**src/rtl/adcfr_pkg.sv**
```systemverilog
package adcfr_pkg;
  localparam int DEF_LANES    = 4;
  localparam int DEF_SAMPLE_W = 10;
  localparam int DEF_PAD_W    = 2;

  typedef struct packed {
    logic lsb_first;
    logic res_wide;
  } frame_fmt_t;
endpackage

```
**src/rtl/adcfr_rst_sync.sv**
```systemverilog
module adcfr_rst_sync (
  input  logic clk,
  input  logic rst_n,
  output logic rst_sync_n
);
  logic [1:0] stage_q;

  always_ff @(posedge clk or negedge rst_n) begin
    if (!rst_n) stage_q <= 2'b00;
    else        stage_q <= {stage_q[0], 1'b1};
  end

  assign rst_sync_n = stage_q[1];
endmodule

```
**src/rtl/adcfr_timing.sv**
```systemverilog
module adcfr_timing #(
  parameter int SAMPLE_W = adcfr_pkg::DEF_SAMPLE_W,
  parameter int PAD_W    = adcfr_pkg::DEF_PAD_W
) (
  input  logic clk,
  input  logic rst_n,
  input  logic bit_en,
  input  logic pwr_down,
  input  logic res_wide,
  output logic load_o,
  output logic shift_o,
  output logic bclk_o,
  output logic frame_o
);
  localparam int FW = SAMPLE_W + PAD_W;
  localparam int CW = $clog2(FW);
  localparam logic [CW-1:0] LAST_N = CW'(SAMPLE_W - 1);
  localparam logic [CW-1:0] LAST_W = CW'(FW - 1);
  localparam logic [CW-1:0] HALF_N = CW'(SAMPLE_W / 2);
  localparam logic [CW-1:0] HALF_W = CW'(FW / 2);

  logic [CW-1:0] cnt_q, cnt_d;
  logic          run_q, run_d;
  logic          res_q, res_d;
  logic [CW-1:0] last_idx, half_idx;

  always_comb begin
    last_idx = res_q ? LAST_W : LAST_N;
    half_idx = res_q ? HALF_W : HALF_N;
    load_o   = bit_en && !pwr_down && (!run_q || (cnt_q == last_idx));
    shift_o  = bit_en && !pwr_down && run_q && !load_o;
    cnt_d = cnt_q;
    run_d = run_q;
    res_d = res_q;
    if (pwr_down) begin
      cnt_d = '0;
      run_d = 1'b0;
    end else if (load_o) begin
      cnt_d = '0;
      run_d = 1'b1;
      res_d = res_wide;
    end else if (shift_o) begin
      cnt_d = cnt_q + CW'(1);
    end
  end

  always_ff @(posedge clk or negedge rst_n) begin
    if (!rst_n) begin
      cnt_q <= '0;
      run_q <= 1'b0;
      res_q <= 1'b0;
    end else begin
      cnt_q <= cnt_d;
      run_q <= run_d;
      res_q <= res_d;
    end
  end

  assign bclk_o  = run_q & ~cnt_q[0];
  assign frame_o = run_q & (cnt_q < half_idx);

  // both markers high on the first bit of every frame
  p_first_bit_r4: assert property (@(posedge clk) disable iff (!rst_n)
    load_o |=> (frame_o && bclk_o));
  // bit clock toggles on every advancing bit inside a frame
  p_bclk_toggle_r3: assert property (@(posedge clk) disable iff (!rst_n)
    shift_o |=> (bclk_o != $past(bclk_o)));
  // no advance without the enable
  p_hold_r6: assert property (@(posedge clk) disable iff (!rst_n)
    (!bit_en && !pwr_down) |=> ($stable(cnt_q) && $stable(run_q)));
  // shutdown leaves framing idle
  p_pd_idle_r8: assert property (@(posedge clk) disable iff (!rst_n)
    pwr_down |=> (!run_q && !frame_o && !bclk_o));
  // position never passes the frame's last bit
  p_cnt_range_r5: assert property (@(posedge clk) disable iff (!rst_n)
    run_q |-> (cnt_q <= last_idx));
endmodule

```
**src/rtl/adcfr_lane.sv**
```systemverilog
module adcfr_lane #(
  parameter int SAMPLE_W = adcfr_pkg::DEF_SAMPLE_W,
  parameter int PAD_W    = adcfr_pkg::DEF_PAD_W
) (
  input  logic                      clk,
  input  logic                      rst_n,
  input  logic                      load,
  input  logic                      shift,
  input  adcfr_pkg::frame_fmt_t     fmt,
  input  logic                      invert,
  input  logic [SAMPLE_W-1:0]       sample,
  output logic                      dout
);
  localparam int FW = SAMPLE_W + PAD_W;

  logic [FW-1:0]       shreg_q, shreg_d;
  logic [SAMPLE_W-1:0] rev;
  logic [FW-1:0]       word;

  always_comb begin
    for (int k = 0; k < SAMPLE_W; k++) rev[k] = sample[SAMPLE_W-1-k];
    if (!fmt.lsb_first)    word = {sample, {PAD_W{1'b0}}};
    else if (fmt.res_wide) word = {{PAD_W{1'b0}}, rev};
    else                   word = {rev, {PAD_W{1'b0}}};
    shreg_d = shreg_q;
    if (load)       shreg_d = word;
    else if (shift) shreg_d = {shreg_q[FW-2:0], 1'b0};
  end

  always_ff @(posedge clk or negedge rst_n) begin
    if (!rst_n) shreg_q <= '0;
    else        shreg_q <= shreg_d;
  end

  assign dout = shreg_q[FW-1] ^ invert;

  // stream advances exactly one place per shifting bit
  p_shift_r1: assert property (@(posedge clk) disable iff (!rst_n)
    shift |=> (shreg_q[FW-1] == $past(shreg_q[FW-2])));
  // stored word frozen when neither loading nor shifting
  p_hold_r6: assert property (@(posedge clk) disable iff (!rst_n)
    (!load && !shift) |=> $stable(shreg_q));
  // padding trails the data in MSB-first wide frames
  p_pad_msb_r5: assert property (@(posedge clk) disable iff (!rst_n)
    (load && fmt.res_wide && !fmt.lsb_first) |=> (shreg_q[PAD_W-1:0] == '0));
  // padding leads the data in LSB-first wide frames
  p_pad_lsb_r5: assert property (@(posedge clk) disable iff (!rst_n)
    (load && fmt.res_wide && fmt.lsb_first) |=> (shreg_q[FW-1 -: PAD_W] == '0));
endmodule

```
**src/rtl/adcfr_top.sv**
```systemverilog
module adcfr_top #(
  parameter int LANES    = adcfr_pkg::DEF_LANES,
  parameter int SAMPLE_W = adcfr_pkg::DEF_SAMPLE_W,
  parameter int PAD_W    = adcfr_pkg::DEF_PAD_W
) (
  input  logic                      clk,
  input  logic                      rst_n,
  input  logic                      bit_en,
  input  logic [LANES*SAMPLE_W-1:0] sample_bus,
  input  logic                      lsb_first,
  input  logic                      res_wide,
  input  logic                      invert,
  input  logic                      pwr_down,
  input  logic [LANES-1:0]          lane_off,
  output logic [LANES-1:0]          lane_dout,
  output logic [LANES-1:0]          lane_oe,
  output logic                      bclk_out,
  output logic                      bclk_oe,
  output logic                      frame_out,
  output logic                      frame_oe
);
  logic                  rst_int_n;
  logic                  load, shift;
  adcfr_pkg::frame_fmt_t fmt;

  assign fmt.lsb_first = lsb_first;
  assign fmt.res_wide  = res_wide;

  adcfr_rst_sync u_rst (
    .clk        (clk),
    .rst_n      (rst_n),
    .rst_sync_n (rst_int_n)
  );

  adcfr_timing #(.SAMPLE_W(SAMPLE_W), .PAD_W(PAD_W)) u_timing (
    .clk      (clk),
    .rst_n    (rst_int_n),
    .bit_en   (bit_en),
    .pwr_down (pwr_down),
    .res_wide (res_wide),
    .load_o   (load),
    .shift_o  (shift),
    .bclk_o   (bclk_out),
    .frame_o  (frame_out)
  );

  for (genvar g = 0; g < LANES; g++) begin : g_lane
    adcfr_lane #(.SAMPLE_W(SAMPLE_W), .PAD_W(PAD_W)) u_lane (
      .clk    (clk),
      .rst_n  (rst_int_n),
      .load   (load),
      .shift  (shift),
      .fmt    (fmt),
      .invert (invert),
      .sample (sample_bus[g*SAMPLE_W +: SAMPLE_W]),
      .dout   (lane_dout[g])
    );
    assign lane_oe[g] = ~pwr_down & ~lane_off[g];
  end

  assign bclk_oe  = ~pwr_down;
  assign frame_oe = ~pwr_down;
endmodule

```
**config.mk**
```make
export PLATFORM = sky130hd
export DESIGN_NAME = adcfr_top
export DESIGN_NICKNAME = d
export VERILOG_FILES = /design/src/rtl/adcfr_pkg.sv /design/src/rtl/adcfr_rst_sync.sv /design/src/rtl/adcfr_timing.sv /design/src/rtl/adcfr_lane.sv /design/src/rtl/adcfr_top.sv
export SDC_FILE = /design/constraint.sdc
export NUM_CORES = 1
export LEC_CHECK = 0
export ABC_AREA = 1
export CAP_MARGIN = 0
export CORE_MARGIN = 5
export CORE_UTILIZATION = 65
export CTS_BUF_LIST = sky130_fd_sc_hd__clkbuf_8
export CTS_CLUSTER_DIAMETER = 60
export DETAILED_ROUTE_END_ITERATION = 10
export DONT_BUFFER_PORTS = 1
export PLACE_DENSITY_LB_ADDON = 0.08
export SYNTH_ARGS = -nofsm -noshare
export SYNTH_HDL_FRONTEND = slang
export SYNTH_HIERARCHICAL = 1
export SYNTH_SLANG_ARGS = --single-unit
```
**constraint.sdc**
```tcl
create_clock -name clk -period 2.6 [get_ports clk]
set_clock_uncertainty 0.1 [all_clocks]
set_input_delay 0.13 -clock clk [delete_from_list [all_inputs] [get_ports clk]]
set_output_delay 0.13 -clock clk [all_outputs]
set_load 0.01 [all_outputs]
```
==> summary.md, run 1 <==
| Metric | Value |
|---|---|
| Result of the run | `completed` |
| Number of global-route vias before repair | `between 3000 and 4000` |
| Number of pins with negative max-slew slack in the final report | `0` |
| Initial DRC Count | `approximately 280` |
| Total global routing overflow | `0` |
| Global-route track usage on met3 | `between 3 and 4%` |
| Cell depth of the worst hold path | `6` |
| Via total after detailed routing | `3903` |
| Most used DFF post-synth | `sky130_fd_sc_hd__dfrtp_1` |
| Cell leakage power | `between 2 and 2.5 nW` |
| M1 GR Usage | `between 30% and 40%` |
| Post-route non-filler standard cell count | `slightly above 700` |
| Via count normalized by instance count | `around 5.4` |
| Arrival time worst endpoint | `about 2.6 ns` |
| Startpoint of the most critical hold path | `sample_bus[8]` |
| Final Total Pwr | `between 2 and 2.5 mW` |
| Global-route wire length before repair | `around 17 mm` |
| Proportion of netlist area held by the largest area contributor | `36.1%` |
| Most numerous cell types in the synthesized netlist | `sky130_fd_sc_hd__nand2_1, sky130_fd_sc_hd__nor2_1, sky130_fd_sc_hd__dfrtp_1, sky130_fd_sc_hd__inv_1, sky130_fd_sc_hd__nand3_1` |
| P&R area growth vs syn | `13.4%` |
| Htree depth | `2` |
| Number of DRC violations after detailed routing | `0` |
| Clock transition time at the flip-flop clock pins of the worst setup and hold paths | `0.09 ns` |
| Number of hold violations in the final report | `0` |
| DPL Wire Length | `just over 6 mm` |
| Setup crit start | `u_timing/cnt_q[1]` |
| Synthesized instance count | `612` |
| Max-cap viol count | `0` |
| Largest buffer count on any clock path | `2` |
| Synthesized area per cell | `6.34 um^2` |
| Die Ht | `87.3 um` |
| Critical path fanouts, max | `22` |
| Global-route usage over all layers | `about 28%` |
| Gr busiest metal | `met2` |
| Highest Clock Rate | `around 410 MHz` |
| Startpoint of the lowest-slack register-to-register path | `u_timing/cnt_q[1]` |
| Headroom to the max-slew limit | `~47%` |
| TritonCTS clock tree | `built` |
| Top-level I/O count | `between 60 and 70` |
| Cell taking the most area after synthesis | `sky130_fd_sc_hd__dfrtp_1` |
| Antenna diode count | `0` |
| CTS root buffer | `sky130_fd_sc_hd__clkbuf_8` |
| Inserted Clock Buffers | `5` |
| Die outline width | `just under 90 um` |
| Input/output buffers | `0` |
| Largest voltage drop on the vdd net | `approximately 480 uV` |
| Most frequent cell after synthesis | `sky130_fd_sc_hd__nand2_1` |
| Worst-Skew Late Latency | `approximately 0.31 ns` |
| Startpoint class of the critical path | `flip-flop` |
| Worst min-delay path class | `primary input to flip-flop` |
| Post-CTS setup-driven buffer insertion count | `0` |
| Routed len/inst | `13.9 um` |
| EDFF count, synth | `0` |
| Critical Path End Type | `flip-flop` |
| Layout cell share with drive strength beyond 1 | `approximately 11%` |
| R2R depth | `10` |
| Gates resized, CTS repair | `0` |
| Final std cell area, no fill | `between 4000 and 5000 um^2` |
| Pwr per Cell Area | `approximately 560 nW/um^2` |
| Wire length reported by the detailed router | `between 9 and 10 mm` |
| Synth Register Bits | `56` |
| Netlist area before placement | `3880 um^2` |
| Yosys warning total | `6` |
| Number of antenna violations at the first check in global routing | `0` |
| Clock net sink count | `56` |
| Final design utilization | `between 70 and 80%` |
| Hold WS | `0.0120 ns` |
| Total Die Area | `around 7600 um^2` |
| Fin worst setup slack | `between 0.15 and 0.2 ns` |
| Count of standard-cell rows | `28` |
| Antenna-violating nets left | `0` |
| Cell area after placement | `between 3000 and 4000 um^2` |
| Final Wtd Congestion | `0.872` |
| Crit path time final | `2.43 ns` |
| Final net count | `around 700` |
| Syn nets | `about 670` |
| Core outline area | `around 5900 um^2` |
| Worst setup slack after placement | `about 0.32 ns` |
| Largest net degree at the start of global routing | `55` |
| Critical path type | `flip-flop to flip-flop` |
| Total instance count after detailed placement | `between 600 and 700` |
| Initial DRT Pass Iterations | `5` |
| Data required time of the critical path | `about 2.7 ns` |
| Final setup fails | `0` |
| Synth area leaders | `sky130_fd_sc_hd__dfrtp_1, sky130_fd_sc_hd__nand2_1, sky130_fd_sc_hd__nand3_1` |
| Routing usage on met2 | `around 46%` |
| Summed negative setup slack over all endpoints | `0 ns` |
| Seq/Total Area, Yosys | `a little over a third` |
| Transition time of the tightest slew-check pin | `between 0.7 and 0.8 ns` |
| Setup repair after global routing missed its margin | `false` |
| Count of different cell masters after synthesis | `22` |
| Final Cycle Share | `93.4%` |
| Share of async-settable or async-resettable flops after synthesis | `100%` |
| Effective utilization at floorplan | `66.3%` |
| Fill cells | `approximately 470` |
power by group:
part / total (mW) / switching (mW) / internal, mW / leakage (nW)
combinational: 0.735 / 0.450 / 0.285 / 1.52
clock: 0.494 / 0.280 / 0.213 / 0.0486
sequential: 1.22 / 0.125 / 1.09 / 0.716
total: 2.45 / 0.855 / 1.59 / 2.29
sequential cells by signal, indices dropped and copies added, names as in the netlist:
name / cells
g_lane.u_lane/shreg_q: 48
u_timing/cnt_q: 4
u_timing/run_q: 1
u_rst/stage_q: 2
u_timing/res_q: 1
kinds of logic after synthesis:
| logic type | synth area share, % |
|---|---|
| AO/OA/AOI/OAI | 6.71 |
| XOR/XNOR | 1.13 |
| adder cells (fa/ha/maj) | 0.645 |
| buffers and inverters | 11.2 |
| flip-flops | 36.1 |
| other | 0.0967 |
| AND/OR/NAND/NOR | 44.1 |
worst max-delay path, cell delays in order (launching register included):
cell and delay [ns]:
sky130_fd_sc_hd__dfrtp_1 0.43, sky130_fd_sc_hd__ha_1 0.31, sky130_fd_sc_hd__nand2_1 0.07, sky130_fd_sc_hd__inv_2 0.07, sky130_fd_sc_hd__nand2_2 0.08, sky130_fd_sc_hd__nand2_2 0.09, sky130_fd_sc_hd__nand2_4 0.05, sky130_fd_sc_hd__inv_2 0.32
sky130_fd_sc_hd__nand4_1 0.13, sky130_fd_sc_hd__dlygate4sd3_1 0.58, sky130_fd_sc_hd__a21oi_1 0.12
layout by cell type (no fill, tap or decap), drive strengths merged:
cell type and n:
xor2 5, nor2 94, dfrtp 56, conb 1
buf 4, ha 2, inv 71, or2 1
nand2 252, o21ai 28, o31ai 4, dlygate4sd3 46
a21oi 18, nand3 52, nand4 4, clkinvlp 1
clkbuf 6
cell type report:
cell class / count / area, um^2 / area share, %
Multi-Input combinational cell: 461 / 2040 / 46.4
Clock buffer: 6 / 82.6 / 1.88
Timing Repair Buffer: 50 / 503 / 11.4
Inverter: 70 / 263 / 5.97
Clock inverter: 2 / 11.3 / 0.256
Tap cell: 75 / 93.8 / 2.13
Sequential cell: 56 / 1400 / 31.9
layer usage:
layer / vias to the layer above / wire length, um / part of all wire (%)
met5: - / 0 / 0
met4: 0 / 240 / 2.4
met3: 24 / 757 / 7.6
met2: 169 / 4830 / 48
met1: 1780 / 4160 / 42
li1: 1930 / - / -
worst paths after layout:
| path | slack (ns) | endpoint |
|---|---|---|
| setup / recovery | 0.17 | g_lane[0].u_lane/shreg_q[1] |
| max in group asynchronous | 1.67 | u_timing/cnt_q[3] |
| hold / removal | 0.01 | g_lane[0].u_lane/shreg_q[3] |
| setup reg to reg | 0.17 | g_lane[0].u_lane/shreg_q[1] |
| min in group asynchronous | 0.29 | g_lane[2].u_lane/shreg_q[6] |
| hold reg to reg | 0.26 | u_rst/stage_q[1] |
what timing repair did:
action / CTS / global route
endpoints found under the setup margin: 0 / 0
hold endpoints to repair: 55 / 0
hold buffers: 47 / 0
Power figures use the tool's default switching activity.
==> run 2: changes to the inputs <==
==> constraint.sdc (replaced) <==
create_clock -name clk -period 3 [get_ports clk]
set_clock_uncertainty 0.1 [all_clocks]
set_input_delay 0.15 -clock clk [delete_from_list [all_inputs] [get_ports clk]]
set_output_delay 0.15 -clock clk [all_outputs]
set_load 0.05 [all_outputs]
==> summary.md, run 2 (same netlist as run 1, synthesis figures left out) <==
| Metric | Value |
|---|---|
| Result of the run | `completed` |
| Regs by FF count | `g_lane.u_lane/shreg_q (48), u_timing/cnt_q (4), u_rst/stage_q (2)` |
| Gates resized, CTS repair | `0` |
| Fin worst setup slack | `between 0.2 and 0.3 ns` |
| Top-level I/O count | `63` |
| Antenna-violating nets left | `0` |
| P&R area growth vs syn | `10.3%` |
| Die outline width | `approximately 87 um` |
| Antenna diode count | `0` |
| Worst-Skew Late Latency | `just over 0.3 ns` |
| Combined area of the multi-input logic cells | `approximately 2000 um^2` |
| Reg power frac | `around 50%` |
| Gr busiest metal | `met2` |
| Count of standard-cell rows | `28` |
| Htree depth | `2` |
| Final Total Pwr | `around 2.2 mW` |
| Sink of the worst hold path | `g_lane[2].u_lane/shreg_q[7]` |
| Number of hold violations in the final report | `0` |
| Pwr per Cell Area | `between 500 and 600 nW/um^2` |
| Internal power | `about 1.3 mW` |
| Worst setup slack after placement | `0.729 ns` |
| Number of DRC violations after detailed routing | `0` |
| Endpoint of the worst-slack reg-to-reg timing path | `g_lane[3].u_lane/shreg_q[1]` |
| TritonCTS clock tree | `built` |
| Fill cells | `502` |
| Number of global-route vias before repair | `about 3600` |
| Leading cell type in the layout, fill and taps excluded | `sky130_fd_sc_hd__nand2_1` |
| Data required time of the critical path | `~3.1 ns` |
| Leading cell types in the layout, fill and taps excluded | `sky130_fd_sc_hd__nand2_1, sky130_fd_sc_hd__nor2_1, sky130_fd_sc_hd__dfrtp_1, sky130_fd_sc_hd__inv_1, sky130_fd_sc_hd__nand3_1` |
| Number of antenna violations at the first check in global routing | `0` |
| Layout cell share with drive strength beyond 1 | `11.8%` |
| Setup repair after global routing missed its margin | `false` |
| Worst min-delay path class | `primary input to flip-flop` |
| CTS root buffer | `sky130_fd_sc_hd__clkbuf_8` |
| Headroom to the max-slew limit | `between 20 and 25%` |
| Clock transition time at the flip-flop clock pins of the worst setup and hold paths | `approximately 0.1 ns` |
| Highest Clock Rate | `around 370 MHz` |
| DPL Wire Length | `around 6.3 mm` |
| M1 GR Usage | `37.6%` |
| Via count normalized by instance count | `around 5.4` |
| Cell depth of the worst hold path | `4` |
| Number of pins with negative max-slew slack in the final report | `0` |
| Die Ht | `around 87 um` |
| Summed negative setup slack over all endpoints | `0 ns` |
| R2R depth | `11` |
| Routed len/inst | `around 14 um` |
| Clock net sink count | `56` |
| Startpoint of the most critical hold path | `sample_bus[25]` |
| Critical Path End Type | `flip-flop` |
| Startpoint of the lowest-slack register-to-register path | `u_timing/cnt_q[1]` |
| Input/output buffers | `0` |
| Sw Share | `a little under two fifths` |
| Final design utilization | `73.1%` |
| Routing usage on met2 | `a little over two fifths` |
| Initial DRC Count | `300` |
| Fraction of power consumed by the clock network | `between 10% and 20%` |
| Global-route track usage on met3 | `under 10%` |
| Critical path type | `flip-flop to flip-flop` |
| Cell leakage power | `approximately 2.2 nW` |
| Register bank with the most flops | `g_lane.u_lane/shreg_q` |
| Wire length reported by the detailed router | `a little under 10 mm` |
| Critical path fanouts, max | `24` |
| Largest voltage drop on the vdd net | `422 uV` |
| Global-route wire length before repair | `approximately 16 mm` |
| Inserted Clock Buffers | `5` |
| Worst reg2reg setup slack | `0.26 ns` |
| Total global routing overflow | `0` |
| Largest buffer count on any clock path | `2` |
| Via total after detailed routing | `3843` |
| Arrival time worst endpoint | `~2.9 ns` |
| Startpoint class of the critical path | `flip-flop` |
| Crit path time final | `between 2 and 3 ns` |
| Max-cap viol count | `0` |
| Core outline area | `5850 um^2` |
| Final setup fails | `0` |
| Final Wtd Congestion | `0.849` |
| Gate power share | `31.9%` |
| Total Die Area | `7610 um^2` |
| Largest register FFs | `48` |
| Transition time of the tightest slew-check pin | `1.13 ns` |
| Initial DRT Pass Iterations | `5` |
| Global-route usage over all layers | `26.9%` |
| Storage element area | `between 1000 and 1500 um^2` |
| Final net count | `roughly 690` |
| Largest net degree at the start of global routing | `38` |
| Effective utilization at floorplan | `66.3%` |
| Final Cycle Share | `between 90% and 100%` |
| NetSw | `approximately 0.82 mW` |
## run 2: metal layers
metal,vias up,part of all wire [%]
met4,0,1.5
li1,1909,-
met3,18,7.8
met5,-,0
met2,150,47
met1,1766,44
## run 2: layout make-up
cell class	instances	share of cell area (%)
Clock buffer	5	1.61
Clock inverter	2	0.205
Inverter	70	6.14
Multi-Input combinational cell	461	47.8
Sequential cell	56	32.8
Tap cell	75	2.19
Timing Repair Buffer	40	9.30
## run 2: power by group through the flow
stage | combinational [mW] | sequential (mW) | clock, mW
final | 0.690 | 1.07 | 0.399
after global routing | 0.783 | 1.10 | 0.437
after global placement | 0.622 | 1.08 | 0
after floorplan | 0.583 | 1.05 | 0
after detailed placement | 0.643 | 1.08 | 0
after CTS | 0.692 | 1.07 | 0.404
## run 2: worst max-delay path: stages (launching register included)
cell and delay [ns]:
sky130_fd_sc_hd__dfrtp_1 0.43, sky130_fd_sc_hd__ha_1 0.31, sky130_fd_sc_hd__nand2_1 0.06, sky130_fd_sc_hd__inv_2 0.07, sky130_fd_sc_hd__nand2_2 0.07, sky130_fd_sc_hd__nand2_2 0.08, sky130_fd_sc_hd__nand2_4 0.05, sky130_fd_sc_hd__inv_2 0.37
sky130_fd_sc_hd__buf_4 0.31, sky130_fd_sc_hd__nand4_1 0.11, sky130_fd_sc_hd__dlygate4sd3_1 0.58, sky130_fd_sc_hd__a21oi_1 0.13
## run 2: how the worst max path moves through the flow
stage                     slack [ns]  cells after the start                          end         startpoint
final                           0.26                     11  g_lane[3].u_lane/shreg_q[1]  u_timing/cnt_q[1]
after floorplan                 1.06                      6                    frame_out  u_timing/cnt_q[1]
after global placement          0.82                     13  g_lane[3].u_lane/shreg_q[6]  u_timing/cnt_q[1]
after global routing            0.07                     12  g_lane[3].u_lane/shreg_q[1]     u_timing/res_q
after detailed placement        0.73                     13  g_lane[3].u_lane/shreg_q[6]  u_timing/cnt_q[1]
after CTS                       0.31                     11  g_lane[3].u_lane/shreg_q[1]  u_timing/cnt_q[1]
## run 2: stage by stage
stage / cells / instance area, um^2 / hold slack (ns)
CTS: 709 / 4280 / 0.000271
floorplan: 612 / 3880 / -0.246
detailed placement: 667 / 3840 / -0.246
finish: 709 / 4280 / 0.00195
global placement: 667 / 3840 / -0.246
global route: 709 / 4280 / 0.0177
## run 2: timing repair
action                                 4_1_cts  5_1_grt
endpoints found under the hold margin       43        0
buffers inserted                             0        0
hold buffers                                35        0
==> run 3: changes to the inputs <==
Settings changed: CORE_MARGIN 5 to unset, CTS_CLUSTER_SIZE set to 25.
==> summary.md, run 3 (same netlist as run 1, synthesis figures left out) <==
| Metric | Value |
|---|---|
| Result of the run | `finished with violations` |
| Failing checks | `hold timing` |
| Inserted Clock Buffers | `5` |
| Startpoint of the most critical hold path | `sample_bus[22]` |
| Pwr per Cell Area | `between 500 and 600 nW/um^2` |
| Cell leakage power | `2.27 nW` |
| Leading cell type in the layout, fill and taps excluded | `sky130_fd_sc_hd__nand2_1` |
| Startpoint class of the critical path | `flip-flop` |
| Largest net degree at the start of global routing | `slightly above 40` |
| Initial DRC Count | `286` |
| Max-cap viol count | `0` |
| Worst-Skew Late Latency | `around 0.32 ns` |
| Critical path fanouts, max | `31` |
| Top-level I/O count | `between 60 and 70` |
| Endpoint of the worst-slack reg-to-reg timing path | `g_lane[3].u_lane/shreg_q[0]` |
| Regs by FF count | `g_lane.u_lane/shreg_q (48), u_timing/cnt_q (4), u_rst/stage_q (2)` |
| Worst reg2reg setup slack | `0.24 ns` |
| Crit path time final | `approximately 2.8 ns` |
| Hold WS | `-0.000203 ns` |
| R2R depth | `13` |
| Die Ht | `a little under 80 um` |
| Final Cycle Share | `roughly 92%` |
| Htree depth | `2` |
| Combined area of the multi-input logic cells | `~2000 um^2` |
| Final net count | `between 600 and 700` |
| Summed negative setup slack over all endpoints | `0 ns` |
| Data required time of the critical path | `3.15 ns` |
| Final Wtd Congestion | `between 0.9 and 1` |
| Number of hold violations in the final report | `1` |
| Clock net sink count | `56` |
| Antenna-violating nets left | `0` |
| Sink of the worst hold path | `g_lane[2].u_lane/shreg_q[4]` |
| Via count normalized by instance count | `between 5 and 6` |
| Storage element area | `about 1400 um^2` |
| Input/output buffers | `0` |
| Die outline width | `slightly below 80 um` |
| Initial DRT Pass Iterations | `5` |
| Setup repair after global routing missed its margin | `false` |
| Count of standard-cell rows | `27` |
| Number of pins with negative max-slew slack in the final report | `0` |
| Wire length reported by the detailed router | `~9.5 mm` |
| Register bank with the most flops | `g_lane.u_lane/shreg_q` |
| Antenna diode count | `0` |
| Number of antenna violations at the first check in global routing | `0` |
| Number of DRC violations after detailed routing | `0` |
| Total global routing overflow | `0` |
| DPL Wire Length | `between 6 and 7 mm` |
| Final setup fails | `0` |
| Clock transition time at the flip-flop clock pins of the worst setup and hold paths | `approximately 0.12 ns` |
| Highest Clock Rate | `between 300 and 400 MHz` |
| Routed len/inst | `roughly 13 um` |
| Effective utilization at floorplan | `68.8%` |
| Fill cells | `427` |
| Startpoint of the lowest-slack register-to-register path | `u_timing/cnt_q[1]` |
| Post-CTS setup-driven buffer insertion count | `0` |
| Global-route usage over all layers | `32.2%` |
| Leading cell types in the layout, fill and taps excluded | `sky130_fd_sc_hd__nand2_1, sky130_fd_sc_hd__nor2_1, sky130_fd_sc_hd__dfrtp_1, sky130_fd_sc_hd__inv_1, sky130_fd_sc_hd__nand3_1` |
| Largest register FFs | `48` |
| P&R area growth vs syn | `12.5%` |
| Transition time of the tightest slew-check pin | `roughly 1.1 ns` |
| Headroom to the max-slew limit | `25.8%` |
| CTS root buffer | `sky130_fd_sc_hd__clkbuf_8` |
| Cell depth of the worst hold path | `4` |
| Critical Path End Type | `flip-flop` |
| Global-route wire length before repair | `around 16 mm` |
| Worst min-delay path class | `primary input to flip-flop` |
| Number of global-route vias before repair | `3667` |
| Final design utilization | `between 70% and 80%` |
| TritonCTS clock tree | `built` |
| Core outline area | `~5600 um^2` |
| Arrival time worst endpoint | `2.92 ns` |
| Largest buffer count on any clock path | `2` |
| Largest voltage drop on the vdd net | `roughly 340 uV` |
| Layout cell share with drive strength beyond 1 | `a little under an eighth` |
| Via total after detailed routing | `around 3900` |
| Total Die Area | `~6300 um^2` |
| Critical path type | `flip-flop to flip-flop` |
## run 3: cell type report
type,instances,area share (%)
multi-input combinational,461,46.8
clock inverter,3,0.602
timing repair buffer,47,10.7
clock buffer,5,1.58
inverter,70,6.08
tap,72,2.06
sequential,56,32.1
## run 3: critical path, stage by stage (launching register included)
cell,delay [ns]
sky130_fd_sc_hd__dfrtp_1,0.43
sky130_fd_sc_hd__ha_1,0.33
sky130_fd_sc_hd__nand2_1,0.09
sky130_fd_sc_hd__inv_2,0.04
sky130_fd_sc_hd__nand2_2,0.09
sky130_fd_sc_hd__nand2_2,0.08
sky130_fd_sc_hd__nand2_4,0.09
sky130_fd_sc_hd__inv_4,0.13
sky130_fd_sc_hd__inv_2,0.18
sky130_fd_sc_hd__nand2_2,0.08
sky130_fd_sc_hd__inv_2,0.31
sky130_fd_sc_hd__nand2_1,0.10
sky130_fd_sc_hd__o31ai_1,0.07
sky130_fd_sc_hd__dlygate4sd3_1,0.57
## run 3: report_power, final
| group | switching [mW] | leakage [nW] | internal [mW] |
|---|---|---|---|
| Clock | 0.262 | 0.0487 | 0.171 |
| Combinational | 0.460 | 1.51 | 0.245 |
| Sequential | 0.124 | 0.716 | 0.949 |
| Total | 0.846 | 2.27 | 1.36 |
## run 3: per-stage QoR
| stage | std cells | area (um^2) | worst slack, ns | power [mW] |
|---|---|---|---|---|
| floorplan | 612 | 3880 | 1.06 | 1.64 |
| global placement | 664 | 3840 | 0.717 | 1.69 |
| detailed placement | 664 | 3840 | 0.626 | 1.72 |
| CTS | 714 | 4360 | 0.0902 | 2.21 |
| global route | 714 | 4360 | 0.00866 | 2.36 |
| finish | 714 | 4360 | 0.235 | 2.21 |
## run 3: worst max path at each step
| stage | to | start | cells past startpoint |
|---|---|---|---|
| 2_1_floorplan | frame_out | u_timing/cnt_q[1] | 6 |
| 3_3_place_gp | g_lane[2].u_lane/shreg_q[2] | u_timing/cnt_q[1] | 13 |
| 3_5_place_dp | g_lane[2].u_lane/shreg_q[2] | u_timing/cnt_q[1] | 13 |
| 4_1_cts | g_lane[3].u_lane/shreg_q[0] | u_timing/cnt_q[1] | 13 |
| 5_1_grt | g_lane[3].u_lane/shreg_q[0] | u_timing/cnt_q[1] | 13 |
| 6_report | g_lane[3].u_lane/shreg_q[0] | u_timing/cnt_q[1] | 13 |
## run 3: per-layer routing
metal  track usage [%]  share of wire (%)  vias up
met3              5.63                7.5       19
met4              11.5                2.2        0
met2              53.1                 47      170
li1                  -                  -     1923
met5                 0                  0        -
met1              42.4                 43     1764
## run 3: repair_timing
action | 4_1_cts | 5_1_grt
resized for setup | 0 | 2
setup endpoints to repair | 0 | 3
hold buffers | 42 | 0
hold endpoints to repair | 53 | 0
